--- src/rtl/can_mb_pkg.sv ---
package can_mb_pkg;

  localparam int ST_W = 4;

  // State codes; the low bit marks a busy state, odd codes 9 and B are unused
  localparam logic [ST_W-1:0] RX_OFF       = 4'h0;
  localparam logic [ST_W-1:0] RX_CANCEL    = 4'h1;
  localparam logic [ST_W-1:0] RX_ARMED     = 4'h2;
  localparam logic [ST_W-1:0] RX_COPY1     = 4'h3;
  localparam logic [ST_W-1:0] RX_HELD      = 4'h4;
  localparam logic [ST_W-1:0] RX_COPY2     = 4'h5;
  localparam logic [ST_W-1:0] RX_OVR       = 4'h6;
  localparam logic [ST_W-1:0] RX_COPY3     = 4'h7;
  localparam logic [ST_W-1:0] TX_OFF       = 4'h8;
  localparam logic [ST_W-1:0] TX_WAIT_REQ  = 4'hA;
  localparam logic [ST_W-1:0] TX_ONE       = 4'hC;
  localparam logic [ST_W-1:0] TX_SEND      = 4'hD;
  localparam logic [ST_W-1:0] TX_ANSWER    = 4'hE;
  localparam logic [ST_W-1:0] TX_SEND_ANS  = 4'hF;

  function automatic logic st_busy(input logic [ST_W-1:0] s);
    return s[0];
  endfunction

  function automatic logic st_copying(input logic [ST_W-1:0] s);
    return (s == RX_COPY1) || (s == RX_COPY2) || (s == RX_COPY3);
  endfunction

  function automatic logic st_requesting(input logic [ST_W-1:0] s);
    return (s == TX_ONE) || (s == TX_ANSWER);
  endfunction

endpackage

--- src/rtl/can_mb_wr_gate.sv ---
module can_mb_wr_gate
  import can_mb_pkg::*;
(
  input  logic [ST_W-1:0] cur_st,
  input  logic            wr_en,
  input  logic [ST_W-1:0] wr_code,
  output logic            load_word,
  output logic            cancel_req
);

  always_comb begin
    load_word  = wr_en && !st_busy(cur_st) && !wr_code[0];
    cancel_req = wr_en && st_copying(cur_st) && (wr_code == RX_OFF);
  end

endmodule

--- src/rtl/can_mb_next.sv ---
module can_mb_next
  import can_mb_pkg::*;
(
  input  logic [ST_W-1:0] cur_st,
  input  logic            acc_hit,
  input  logic            copy_done,
  input  logic            tx_grant,
  input  logic            tx_done,
  input  logic            tx_lost,
  input  logic            rtr_match,
  input  logic            rtr_bit,
  input  logic            cancel_req,
  output logic [ST_W-1:0] hw_st,
  output logic            hw_move,
  output logic            copy_start
);

  always_comb begin
    hw_st      = cur_st;
    hw_move    = 1'b0;
    copy_start = 1'b0;
    case (cur_st)
      RX_ARMED, RX_HELD, RX_OVR: begin
        if (acc_hit) begin
          hw_move    = 1'b1;
          copy_start = 1'b1;
          hw_st      = (cur_st == RX_ARMED) ? RX_COPY1 :
                       (cur_st == RX_HELD)  ? RX_COPY2 : RX_COPY3;
        end
      end
      RX_COPY1, RX_COPY2, RX_COPY3: begin
        if (cancel_req) begin
          hw_move = 1'b1;
          hw_st   = copy_done ? RX_OFF : RX_CANCEL;
        end else if (copy_done) begin
          hw_move = 1'b1;
          hw_st   = (cur_st == RX_COPY1) ? RX_HELD : RX_OVR;
        end
      end
      RX_CANCEL: begin
        if (copy_done) begin
          hw_move = 1'b1;
          hw_st   = RX_OFF;
        end
      end
      TX_ONE: begin
        if (tx_grant) begin
          hw_move = 1'b1;
          hw_st   = TX_SEND;
        end
      end
      TX_ANSWER: begin
        if (tx_grant) begin
          hw_move = 1'b1;
          hw_st   = TX_SEND_ANS;
        end
      end
      TX_SEND: begin
        if (tx_done) begin
          hw_move = 1'b1;
          hw_st   = rtr_bit ? RX_ARMED : TX_OFF;
        end else if (tx_lost) begin
          hw_move = 1'b1;
          hw_st   = TX_ONE;
        end
      end
      TX_SEND_ANS: begin
        if (tx_done) begin
          hw_move = 1'b1;
          hw_st   = TX_WAIT_REQ;
        end else if (tx_lost) begin
          hw_move = 1'b1;
          hw_st   = TX_ANSWER;
        end
      end
      TX_WAIT_REQ: begin
        if (rtr_match) begin
          hw_move = 1'b1;
          hw_st   = TX_ANSWER;
        end
      end
      default: begin
        hw_st = cur_st;
      end
    endcase
  end

endmodule

--- src/rtl/can_mb_fsm.sv ---
module can_mb_fsm
  import can_mb_pkg::*;
#(
  parameter int DLC_W  = 4,
  parameter int PRIO_W = 4,
  parameter int WORD_W = 16
) (
  input  logic              clk,
  input  logic              rst,
  input  logic              wr_en,
  input  logic [WORD_W-1:0] wr_data,
  input  logic              acc_hit,
  input  logic              copy_done,
  input  logic              tx_grant,
  input  logic              tx_done,
  input  logic              tx_lost,
  input  logic              rtr_match,
  input  logic              rtr_bit,
  output logic [WORD_W-1:0] status_o,
  output logic              tx_req_o,
  output logic [PRIO_W-1:0] tx_prio_o,
  output logic              copy_en_o
);

  localparam int DLC_LSB  = WORD_W - DLC_W;
  localparam int PRIO_LSB = ST_W;
  localparam int PAD_LSB  = PRIO_LSB + PRIO_W;

  logic [ST_W-1:0]   st_q, st_d;
  logic [DLC_W-1:0]  dlc_q, dlc_d;
  logic [PRIO_W-1:0] prio_q, prio_d;
  logic              req_q, copy_q;

  logic              load_word, cancel_req;
  logic [ST_W-1:0]   hw_st;
  logic              hw_move, copy_start;
  logic              unused_wr_pad;

  assign unused_wr_pad = ^wr_data[DLC_LSB-1:PAD_LSB];

  can_mb_wr_gate u_gate (
    .cur_st     (st_q),
    .wr_en      (wr_en),
    .wr_code    (wr_data[ST_W-1:0]),
    .load_word  (load_word),
    .cancel_req (cancel_req)
  );

  can_mb_next u_next (
    .cur_st     (st_q),
    .acc_hit    (acc_hit),
    .copy_done  (copy_done),
    .tx_grant   (tx_grant),
    .tx_done    (tx_done),
    .tx_lost    (tx_lost),
    .rtr_match  (rtr_match),
    .rtr_bit    (rtr_bit),
    .cancel_req (cancel_req),
    .hw_st      (hw_st),
    .hw_move    (hw_move),
    .copy_start (copy_start)
  );

  // Hardware events win over a same-cycle software write
  always_comb begin
    st_d   = st_q;
    dlc_d  = dlc_q;
    prio_d = prio_q;
    if (hw_move) begin
      st_d = hw_st;
    end else if (load_word) begin
      st_d   = wr_data[ST_W-1:0];
      dlc_d  = wr_data[DLC_LSB +: DLC_W];
      prio_d = wr_data[PRIO_LSB +: PRIO_W];
    end
  end

  always_ff @(posedge clk) begin
    if (rst) begin
      st_q   <= RX_OFF;
      dlc_q  <= '0;
      prio_q <= '0;
      req_q  <= 1'b0;
      copy_q <= 1'b0;
    end else begin
      st_q   <= st_d;
      dlc_q  <= dlc_d;
      prio_q <= prio_d;
      req_q  <= st_requesting(st_d);
      copy_q <= copy_start;
    end
  end

  always_comb begin
    status_o                       = '0;
    status_o[ST_W-1:0]             = st_q;
    status_o[PRIO_LSB +: PRIO_W]   = prio_q;
    status_o[DLC_LSB +: DLC_W]     = dlc_q;
  end

  assign tx_req_o  = req_q;
  assign tx_prio_o = prio_q;
  assign copy_en_o = copy_q;

endmodule

--- config.mk ---
export PLATFORM = sky130hd
export DESIGN_NAME = can_mb_fsm
export DESIGN_NICKNAME = d
export VERILOG_FILES = /design/src/rtl/can_mb_pkg.sv /design/src/rtl/can_mb_wr_gate.sv /design/src/rtl/can_mb_next.sv /design/src/rtl/can_mb_fsm.sv
export SDC_FILE = /design/constraint.sdc
export NUM_CORES = 1
export LEC_CHECK = 0
export ABC_CLOCK_PERIOD_IN_PS = 3600
export BUFFER_PORTS_ARGS = -buffer_cell sky130_fd_sc_hd__buf_4
export CAP_MARGIN = 20
export CORE_MARGIN = 1.5
export CORE_UTILIZATION = 31
export DETAILED_ROUTE_END_ITERATION = 7
export PLACE_DENSITY_LB_ADDON = 0.12
export SYNTH_ARGS = -nofsm -noshare
export SYNTH_HDL_FRONTEND = slang
export SYNTH_SLANG_ARGS = --single-unit
export TNS_END_PERCENT = 20
--- constraint.sdc ---
create_clock -name clk -period 3.6 [get_ports clk]
set_input_delay 0.72 -clock clk [delete_from_list [all_inputs] [get_ports clk]]
set_output_delay 0.72 -clock clk [all_outputs]
set_load 0.01 [all_outputs]
==> results of run 1 <==
## flip-flops by register name (all words and copies together) (netlist names)
register,cells
tx_prio_o,4
dlc_q,4
copy_en_o,1
st_q,4
tx_req_o,1
## through the flow
stage | utilization | total power (W)
2_1_floorplan | - | 0.000306
3_3_place_gp | 0.432 | 0.000357
3_5_place_dp | 0.432 | 0.000356
4_1_cts | 0.446 | 0.000470
5_1_grt | 0.446 | 0.000491
6_report | 0.446 | 0.000465
## how the worst max path moves through the flow
stage / end / start / cells after the start
floorplan: st_q[3] / wr_data[0] / 6
global placement: st_q[3] / wr_data[0] / 6
detailed placement: st_q[3] / wr_data[0] / 6
CTS: st_q[3] / wr_data[0] / 6
global route: st_q[3] / wr_data[0] / 6
finish: st_q[3] / wr_data[0] / 6
## cell families (layout without fill, tap and decap cells)
family	Yosys count	in the layout
AOI/OAI and AO/OA	21	21
buffers and inverters	16	46
DFF	14	14
muxes	13	13
other	1	4
and+or+nand+nor	31	31
## cells in the final DEF (no fill, tap or decap), types with 3 or more instances in the layout
cell type | Yosys | routed
buf_4 | 8 | 39
clkbuf_4 | 0 | 3
conb_1 | 1 | 4
dfxtp_1 | 14 | 14
mux2i_1 | 11 | 11
nand3_1 | 3 | 3
nor2_1 | 15 | 15
## critical path: cells and delay by family
| family | cells | cell delay, ns |
|---|---|---|
| and+or+nand+nor | 2 | 0.59 |
| AOI/OAI and AO/OA | 2 | 0.52 |
| muxes | 1 | 0.24 |
| buffers and inverters | 1 | 0.12 |
## synthesized netlist by cell type, types with 2 or more instances
| cell type | n | area share |
|---|---|---|
| inv_1 | 2 | 0.0088 |
| buf_4 | 8 | 0.070 |
| dfxtp_1 | 14 | 0.33 |
| buf_2 | 3 | 0.018 |
| nand3_1 | 3 | 0.018 |
| o31ai_1 | 2 | 0.018 |
| nor2_1 | 15 | 0.066 |
| nand2b_1 | 2 | 0.015 |
| mux2i_1 | 11 | 0.13 |
| a21oi_1 | 2 | 0.012 |
| o21ai_0 | 2 | 0.012 |
| a31oi_1 | 2 | 0.015 |
| nand2_1 | 2 | 0.0088 |
| mux2_2 | 2 | 0.026 |
## per-layer routing
| layer | GRT usage | vias up | wire length, um |
|---|---|---|---|
| li1 | - | 405 | - |
| met4 | 0.0836 | 0 | 27 |
| met1 | 0.173 | 374 | 923 |
| met5 | 0 | - | 0 |
| met2 | 0.202 | 47 | 888 |
| met3 | 0.0141 | 2 | 137 |
## power by group through the flow
stage	clock, W	sequential (W)	combinational (W)
6_report	0.000112	0.000194	0.000159
5_1_grt	0.000123	0.000197	0.000171
4_1_cts	0.000117	0.000194	0.000159
3_5_place_dp	0	0.000198	0.000159
3_3_place_gp	0	0.000198	0.000159
2_1_floorplan	0	0.000196	0.000110
## cell type report
class | instances | area, um^2
Fill cell | 275 | 1410
Multi-Input combinational cell | 69 | 477
Timing Repair Buffer | 39 | 293
Sequential cell | 14 | 280
Tap cell | 30 | 37.5
Clock buffer | 4 | 36.3
Inverter | 3 | 11.3
==> results.py, run 1 <==
metrics = {
    "detailed_routing": {
        "final_antenna_net_count": 0,
        "wl_um": 1980,
        "avgViaCountPerCell": 5.21,
        "drc": 0,
        "drtPass1Iterations": 4,
        "drtIter0Drc": 25,
        "num_vias": 828,
        "wl_per_cell_um": 12.4,
    },
    "global_route": {
        "antenna_found_initial": 0,
        "grt_max_degree": 15,
        "grt_pass1_wl_um": 3250,
        "overflow": 0,
        "first_global_vias": 712,
        "grt_usage": 0.131,
    },
    "logic_synthesis": {
        "syn_area_per_cell_um2": 8.88,
        "synth-simple-area-share": 0.201,
        "synth-edff-count": 0,
        "synth_compound_area_frac": 0.185,
        "synth.distinct_cells": 40,
        "muxShareOfSynthArea": 0.156,
        "syn_inst": 96,
        "ys_seq_area_frac": 0.329,
        "synth_xor_area_frac": 0,
        "netlist_area_um2": 852,
        "synthAdderAreaFrac": 0,
        "ys.flop_type": "dfxtp_1",
        "synth_top_family_by_area": "simple AND/OR/NAND/NOR gates",
        "yosys_warnings": 0,
        "synth-seq-cells": 14,
        "async_reset_ff_frac": 0,
    },
    "sta": {
        "setup_viol": 0,
        "holdWs_ns": 0.503,
        "worst_slack_ns": 1.58,
        "fin_skew_ns": 0.00431,
        "finalHoldViolCount": 0,
        "slew_viol_final": 0,
        "period_share": 0.560,
        "fmax_ghz": 0.496,
        "grt_setup_unrepaired": "no",
        "fin_crit_ns": 2.02,
        "final.setup.tns_ns": 0,
    },
    "cts": {
        "root_buffer": "clkbuf_4",
        "cts_tree": "done",
        "cts_setup_buffers": 0,
        "cts_sinks": 14,
        "cts_made_buffers": 3,
        "clk_latency_ns": 0.28,
        "clk_pin_slew_ns": 0.09,
        "cts_hold_buf": 0,
        "ctsLongestPathBuffers": 2,
        "cts_resized": 0,
        "htreeDepth": 1,
    },
    "die": {
        "rows": 18,
        "chipWidth_um": 55.4,
        "fp.dieH_um": 55.4,
        "ios": 48,
        "start_util": 0.335,
        "dieArea_mm2": 0.00307,
        "core_area_mm2": 0.00254,
    },
    "placed_design": {
        "place_congestion": 0.866,
        "placed_area_mm2": 0.00110,
        "io_buffers": 39,
        "dp_hpwl_um": 1530,
        "dp_slack_ns": 1.30,
        "place_inst": 155,
    },
    "power": {
        "internal_power_w": 0.000314,
        "leakagePower_nw": 0.537,
        "p_per_area_mw_per_mm2": 410,
        "combPwrFrac": 0.341,
        "switching_share": 0.325,
        "p_clk_frac": 0.241,
        "ir_drop_mv": 0.196,
        "switchingPower_w": 0.000151,
        "seq_power_share": 0.418,
    },
    "critical_path": {
        "required_ns": 3.77,
        "r2r_cells": 5,
        "rrSetupSlack_ns": 1.73,
        "critPathArrivalTime_ns": 2.19,
        "regToRegStartpoint": "st_q[2]",
        "crit_fanout": 7,
        "critPathLaunchType": "primary input",
        "cp_slowest_cell": "or4b_4",
        "r2r_end": "st_q[3]",
        "crit_chain": "buf_4 -> or4b_4 -> o21ai_1 -> a221o_1 -> mux2i_1 -> nor2_1",
        "critPathKind": "primary input to register",
        "cpPeakStageDelay_ns": 0.54,
        "cp-end-kind": "register",
    },
    "final_layout": {
        "final_cells": 159,
        "area_growth_pct": 33.2,
        "fin_area_mm2": 0.00113,
        "drive_above_1_share": 0.403,
        "nNetsFinal": 156,
        "diodes": 0,
    },
    "job": {
        "cap_violations": 0,
    },
    "worst_hold_path": {
        "hp-class": "register to register",
        "hold_path_end": "dlc_q[1]",
        "worstHoldStart": "dlc_q[1]",
        "whs_path_depth": 2,
    },
    "status": {
        "status": "completed",
    },
}
Power figures use the tool's default switching activity.
==> run 2: changes to the inputs <==
--- a/config.mk
+++ b/config.mk
@@ -5,7 +5,7 @@
 export SDC_FILE = /design/constraint.sdc
 export NUM_CORES = 1
 export LEC_CHECK = 0
-export ABC_CLOCK_PERIOD_IN_PS = 3600
+export ABC_CLOCK_PERIOD_IN_PS = 1900
 export BUFFER_PORTS_ARGS = -buffer_cell sky130_fd_sc_hd__buf_4
 export CAP_MARGIN = 20
 export CORE_MARGIN = 1.5
==> constraint.sdc (replaced) <==
create_clock -name clk -period 1.9 [get_ports clk]
set_input_delay 0.38 -clock clk [delete_from_list [all_inputs] [get_ports clk]]
set_output_delay 0.38 -clock clk [all_outputs]
set_load 0.01 [all_outputs]
==> run 2 against run 1 <==
Against the previous run: core utilization up 1.5 points; power grew 94%; global-route usage is the same; critical path type is now register to register; die area unchanged; register-to-register slack worse by 1.5 ns; wire length is 0.35% lower; non-clock buffer count up 5; critical endpoint is now st_q[2].
==> results.py, run 2 (same netlist as run 1, synthesis figures left out) <==
metrics = {
    "power": {
        "switchingPower_w": 0.000283,
        "leakagePower_nw": 0.564,
        "p_clk_frac": 0.228,
        "switching_share": 0.313,
        "seq_power_share": 0.389,
        "internal_power_w": 0.000622,
        "combPwrFrac": 0.383,
        "p_per_area_mw_per_mm2": 772,
        "ir_drop_mv": 0.325,
    },
    "critical_path": {
        "crit_chain": "nand2_1 -> o221a_1 -> a221o_1 -> buf_4 -> o31ai_1",
        "critPathArrivalTime_ns": 1.91,
        "critPathLaunchType": "register",
        "r2r_end": "st_q[2]",
        "cp_slowest_cell": "dfxtp_1",
        "cp-end-kind": "register",
        "cp_top_family": "compound AO/OA/AOI/OAI gates",
        "rrSetupSlack_ns": 0.18,
        "required_ns": 2.09,
        "critPathKind": "register to register",
        "r2r_cells": 5,
        "startpoint": "st_q[3]",
        "cpPeakStageDelay_ns": 0.48,
        "path_buf_inv": 1,
        "crit_fanout": 9,
        "regToRegStartpoint": "st_q[3]",
    },
    "sta": {
        "holdWs_ns": 0.338,
        "grt_setup_unrepaired": "no",
        "setup_viol": 0,
        "finalHoldViolCount": 0,
        "final.setup.tns_ns": 0,
        "fin_skew_ns": 0.00218,
        "fmax_ghz": 0.582,
        "period_share": 0.904,
        "slew_viol_final": 0,
        "fin_crit_ns": 1.72,
    },
    "final_layout": {
        "layout_common_cells": "buf_4 (44), nor2_1 (15), dfxtp_1 (14)",
        "n_fill_cell": 261,
        "nNetsFinal": 161,
        "area_growth_pct": 37.6,
        "drive_above_1_share": 0.425,
        "final_common_cell": "buf_4",
        "diodes": 0,
    },
    "detailed_routing": {
        "drc": 0,
        "avgViaCountPerCell": 4.88,
        "final_antenna_net_count": 0,
        "drtPass1Iterations": 4,
        "wl_per_cell_um": 12.0,
        "num_vias": 801,
        "drtIter0Drc": 21,
        "wl_um": 1970,
    },
    "cts": {
        "cts_made_buffers": 3,
        "clk_latency_ns": 0.27,
        "htreeDepth": 1,
        "root_buffer": "clkbuf_4",
        "ctsLongestPathBuffers": 2,
        "cts_tree": "done",
        "cts_resized": 0,
        "clk_pin_slew_ns": 0.08,
        "cts_hold_buf": 0,
        "cts_setup_buffers": 0,
        "cts_sinks": 14,
    },
    "worst_hold_path": {
        "worstHoldStart": "wr_data[4]",
        "hp-class": "primary input to register",
        "whs_path_depth": 3,
        "hold_path_end": "tx_prio_o[0]",
    },
    "global_route": {
        "first_global_vias": 722,
        "antenna_found_initial": 0,
        "grt_max_degree": 14,
        "grt_usage": 0.131,
        "grt_pass1_wl_um": 3260,
        "overflow": 0,
    },
    "die": {
        "dieArea_mm2": 0.00307,
        "chipWidth_um": 55.4,
        "ios": 48,
        "rows": 18,
        "core_area_mm2": 0.00254,
        "fp.dieH_um": 55.4,
        "start_util": 0.335,
    },
    "status": {
        "status": "completed",
    },
    "placed_design": {
        "place_congestion": 0.824,
        "io_buffers": 39,
        "dp_hpwl_um": 1620,
    },
    "job": {
        "cap_violations": 0,
    },
}
-- run 2: cell types whose count changed in the layout (fill, tap and decap cells not counted) --
cell / before / now
buf_4: 39 / 44
-- run 2: worst max-delay path by stage --
stage	to	slack (ns)	cells after the start
CTS	dlc_q[2]	0.19	5
global placement	st_q[3]	0.07	6
detailed placement	tx_req_o	0.06	6
global route	st_q[2]	0.07	5
floorplan	st_q[3]	0.26	6
finish	st_q[2]	0.18	5
-- run 2: final cells by class --
type                       instances  area, um^2  share of cell area
clock buffer                       4        36.3              0.0309
inverter                           3        11.3             0.00961
multi-input combinational         69         477               0.407
sequential                        14         280               0.239
tap                               30        37.5              0.0320
timing repair buffer              44         330               0.282
-- run 2: through the flow --
| step | util | setup WS [ns] | power, W | std cells | instance area [um^2] |
|---|---|---|---|---|---|
| 6_report | 0.461 | 0.183 | 0.000905 | 164 | 1170 |
| 5_1_grt | 0.461 | 0.0702 | 0.000966 | 164 | 1170 |
| 4_1_cts | 0.461 | 0.195 | 0.000923 | 164 | 1170 |
| 3_5_place_dp | 0.446 | 0.0645 | 0.000709 | 160 | 1140 |
| 3_3_place_gp | 0.446 | 0.0695 | 0.000707 | 160 | 1140 |
| 2_1_floorplan | - | 0.264 | 0.000579 | 99 | 863 |
-- run 2: power by group through the flow --
stage / combinational [W] / clock, W / sequential [W]
2_1_floorplan: 0.000208 / 0 / 0.000371
3_3_place_gp: 0.000350 / 0 / 0.000358
3_5_place_dp: 0.000350 / 0 / 0.000359
4_1_cts: 0.000351 / 0.000220 / 0.000352
5_1_grt: 0.000377 / 0.000231 / 0.000357
6_report: 0.000347 / 0.000206 / 0.000352
-- run 2: worst min-delay path: stages --
cell and delay [ns]:
buf_4 0.08, mux2i_1 0.05, nor2_1 0.07
-- run 2: metal layers --
metal / vias to the layer above / part of all wire / track usage
li1: 411 / - / -
met5: - / 0 / 0
met1: 355 / 0.46 / 0.172
met2: 33 / 0.47 / 0.209
met4: 0 / 0.014 / 0.0836
met3: 2 / 0.056 / 0.00703
==> run 3: changes to the inputs <==
--- a/config.mk
+++ b/config.mk
@@ -12,6 +12,7 @@
 export CORE_UTILIZATION = 31
 export DETAILED_ROUTE_END_ITERATION = 7
 export PLACE_DENSITY_LB_ADDON = 0.12
+export SETUP_SLACK_MARGIN = 0.5
 export SYNTH_ARGS = -nofsm -noshare
 export SYNTH_HDL_FRONTEND = slang
 export SYNTH_SLANG_ARGS = --single-unit
==> constraint.sdc (replaced) <==
create_clock -name clk -period 1.9 [get_ports clk]
set_input_delay 0.38 -clock clk [delete_from_list [all_inputs] [get_ports clk]]
set_output_delay 0.38 -clock clk [all_outputs]
set_load 0.02 [all_outputs]
==> run 3 against run 2 <==
Against the previous run: power grew 2.6%; global-route usage rose by 1.1 points; wire length increased by 6.2%; critical path depth up 1; critical path type unchanged; via count increased by 5.2%; worst setup slack better by 0.071 ns; core utilization is 1.9 points higher; worst hold slack about the same; critical endpoint is now st_q[1]; clock power down 24%.
==> results.py, run 3 (same netlist as run 1, synthesis figures left out) <==
metrics = {
    "status": {
        "status": "completed",
    },
    "cts": {
        "cts_made_buffers": 3,
        "clk_pin_slew_ns": 0.08,
        "cts_sinks": 14,
        "cts_tree": "done",
        "htreeDepth": 1,
        "clk_latency_ns": 0.27,
        "root_buffer": "clkbuf_4",
        "ctsLongestPathBuffers": 2,
    },
    "global_route": {
        "overflow": 0,
        "antenna_found_initial": 0,
        "first_global_vias": 832,
        "grt_max_degree": 14,
        "grt_usage": 0.143,
        "grt_pass1_wl_um": 3500,
    },
    "sta": {
        "slew_viol_final": 0,
        "holdWs_ns": 0.339,
        "period_share": 0.866,
        "final.setup.tns_ns": 0,
        "fin_skew_ns": 0.00448,
        "worst_slack_ns": 0.254,
        "setup_viol": 0,
        "fmax_ghz": 0.608,
        "fin_crit_ns": 1.65,
        "finalHoldViolCount": 0,
        "grt_setup_unrepaired": "yes",
    },
    "final_layout": {
        "diodes": 0,
        "final_cells": 168,
        "area_growth_pct": 43.3,
        "nNetsFinal": 166,
        "layout_common_cells": "buf_4 (47), nor2_1 (15), mux2i_1 (11)",
        "final_common_cell": "buf_4",
        "drive_above_1_share": 0.486,
    },
    "critical_path": {
        "critPathArrivalTime_ns": 1.83,
        "cp_slowest_cell": "or4b_4",
        "crit_fanout": 4,
        "cpPeakStageDelay_ns": 0.53,
        "cp-end-kind": "register",
        "startpoint": "st_q[1]",
        "required_ns": 2.08,
        "regToRegStartpoint": "st_q[1]",
        "critPathLaunchType": "register",
        "critPathKind": "register to register",
        "crit_chain": "or4b_4 -> a21oi_2 -> a221o_1 -> buf_6 -> o21ai_2 -> a31oi_1",
    },
    "detailed_routing": {
        "avgViaCountPerCell": 5.02,
        "final_antenna_net_count": 0,
        "drtPass1Iterations": 4,
        "num_vias": 843,
        "wl_um": 2090,
        "wl_per_cell_um": 12.5,
        "drtIter0Drc": 21,
        "drc": 0,
    },
    "worst_hold_path": {
        "worstHoldStart": "wr_data[6]",
        "hp-class": "primary input to register",
    },
    "job": {
        "cap_violations": 0,
    },
    "power": {
        "ir_drop_mv": 0.468,
        "leakagePower_nw": 0.587,
        "p_per_area_mw_per_mm2": 761,
    },
    "placed_design": {
        "dp_hpwl_um": 1610,
        "io_buffers": 39,
        "place_inst": 161,
        "dp_slack_ns": 0.0360,
        "place_congestion": 0.824,
    },
    "die": {
        "rows": 18,
        "core_area_mm2": 0.00254,
        "dieArea_mm2": 0.00307,
        "start_util": 0.335,
        "ios": 48,
        "fp.dieH_um": 55.4,
        "chipWidth_um": 55.4,
    },
}
[run 3: changes by cell type in the layout (fill, tap and decap cells not counted), sizes merged]
cell,delta
buf,+5
clkbuf,-1
[run 3: through the flow]
step	power [W]	area [um^2]	util
finish	0.000929	1220	0.480
CTS	0.000932	1210	0.475
floorplan	0.000612	865	-
global placement	0.000736	1140	0.450
detailed placement	0.000738	1140	0.450
global route	0.000995	1220	0.480
[run 3: metal layers]
layer / GRT usage / vias to the layer above / wire length [um] / share of wire
li1: - / 423 / - / -
met1: 0.166 / 387 / 928 / 0.44
met2: 0.241 / 28 / 1040 / 0.50
met3: 0.0515 / 5 / 92 / 0.044
met4: 0.0453 / 0 / 28 / 0.013
met5: 0 / - / 0 / 0
[run 3: layout make-up]
class,instances,area [um^2]
tap,30,37.5
multi-input combinational,69,484
timing repair buffer,49,375
sequential,14,290
fill,258,1320
clock buffer,3,22.5
inverter,3,11.3
[run 3: worst paths after layout]
kind | endpoint | slack, ns | cells past startpoint
worst max register to register | st_q[1] | 0.25 | 6
worst min-delay path | tx_prio_o[2] | 0.34 | 3
worst max-delay path | st_q[1] | 0.25 | 6
worst min register to register | dlc_q[0] | 0.50 | 2
[run 3: critical path, delay by kind of cell (launching register included)]
kind,cells,cell delay (ns)
buffers and inverters,1,0.13
DFF,1,0.35
AOI/OAI and AO/OA,4,0.56
and+or+nand+nor,1,0.53
[run 3: what timing repair did]
action	4_1_cts	5_1_grt
buffers inserted	3	1
pin swaps	4	0
hold buffers	0	0
resized for setup	8	1
endpoints found under the setup margin	16	15
[run 3: report_power, final]
part           internal, W  switching [W]
clock            0.0000732      0.0000835
sequential        0.000328      0.0000314
combinational     0.000208       0.000205
total             0.000609       0.000320
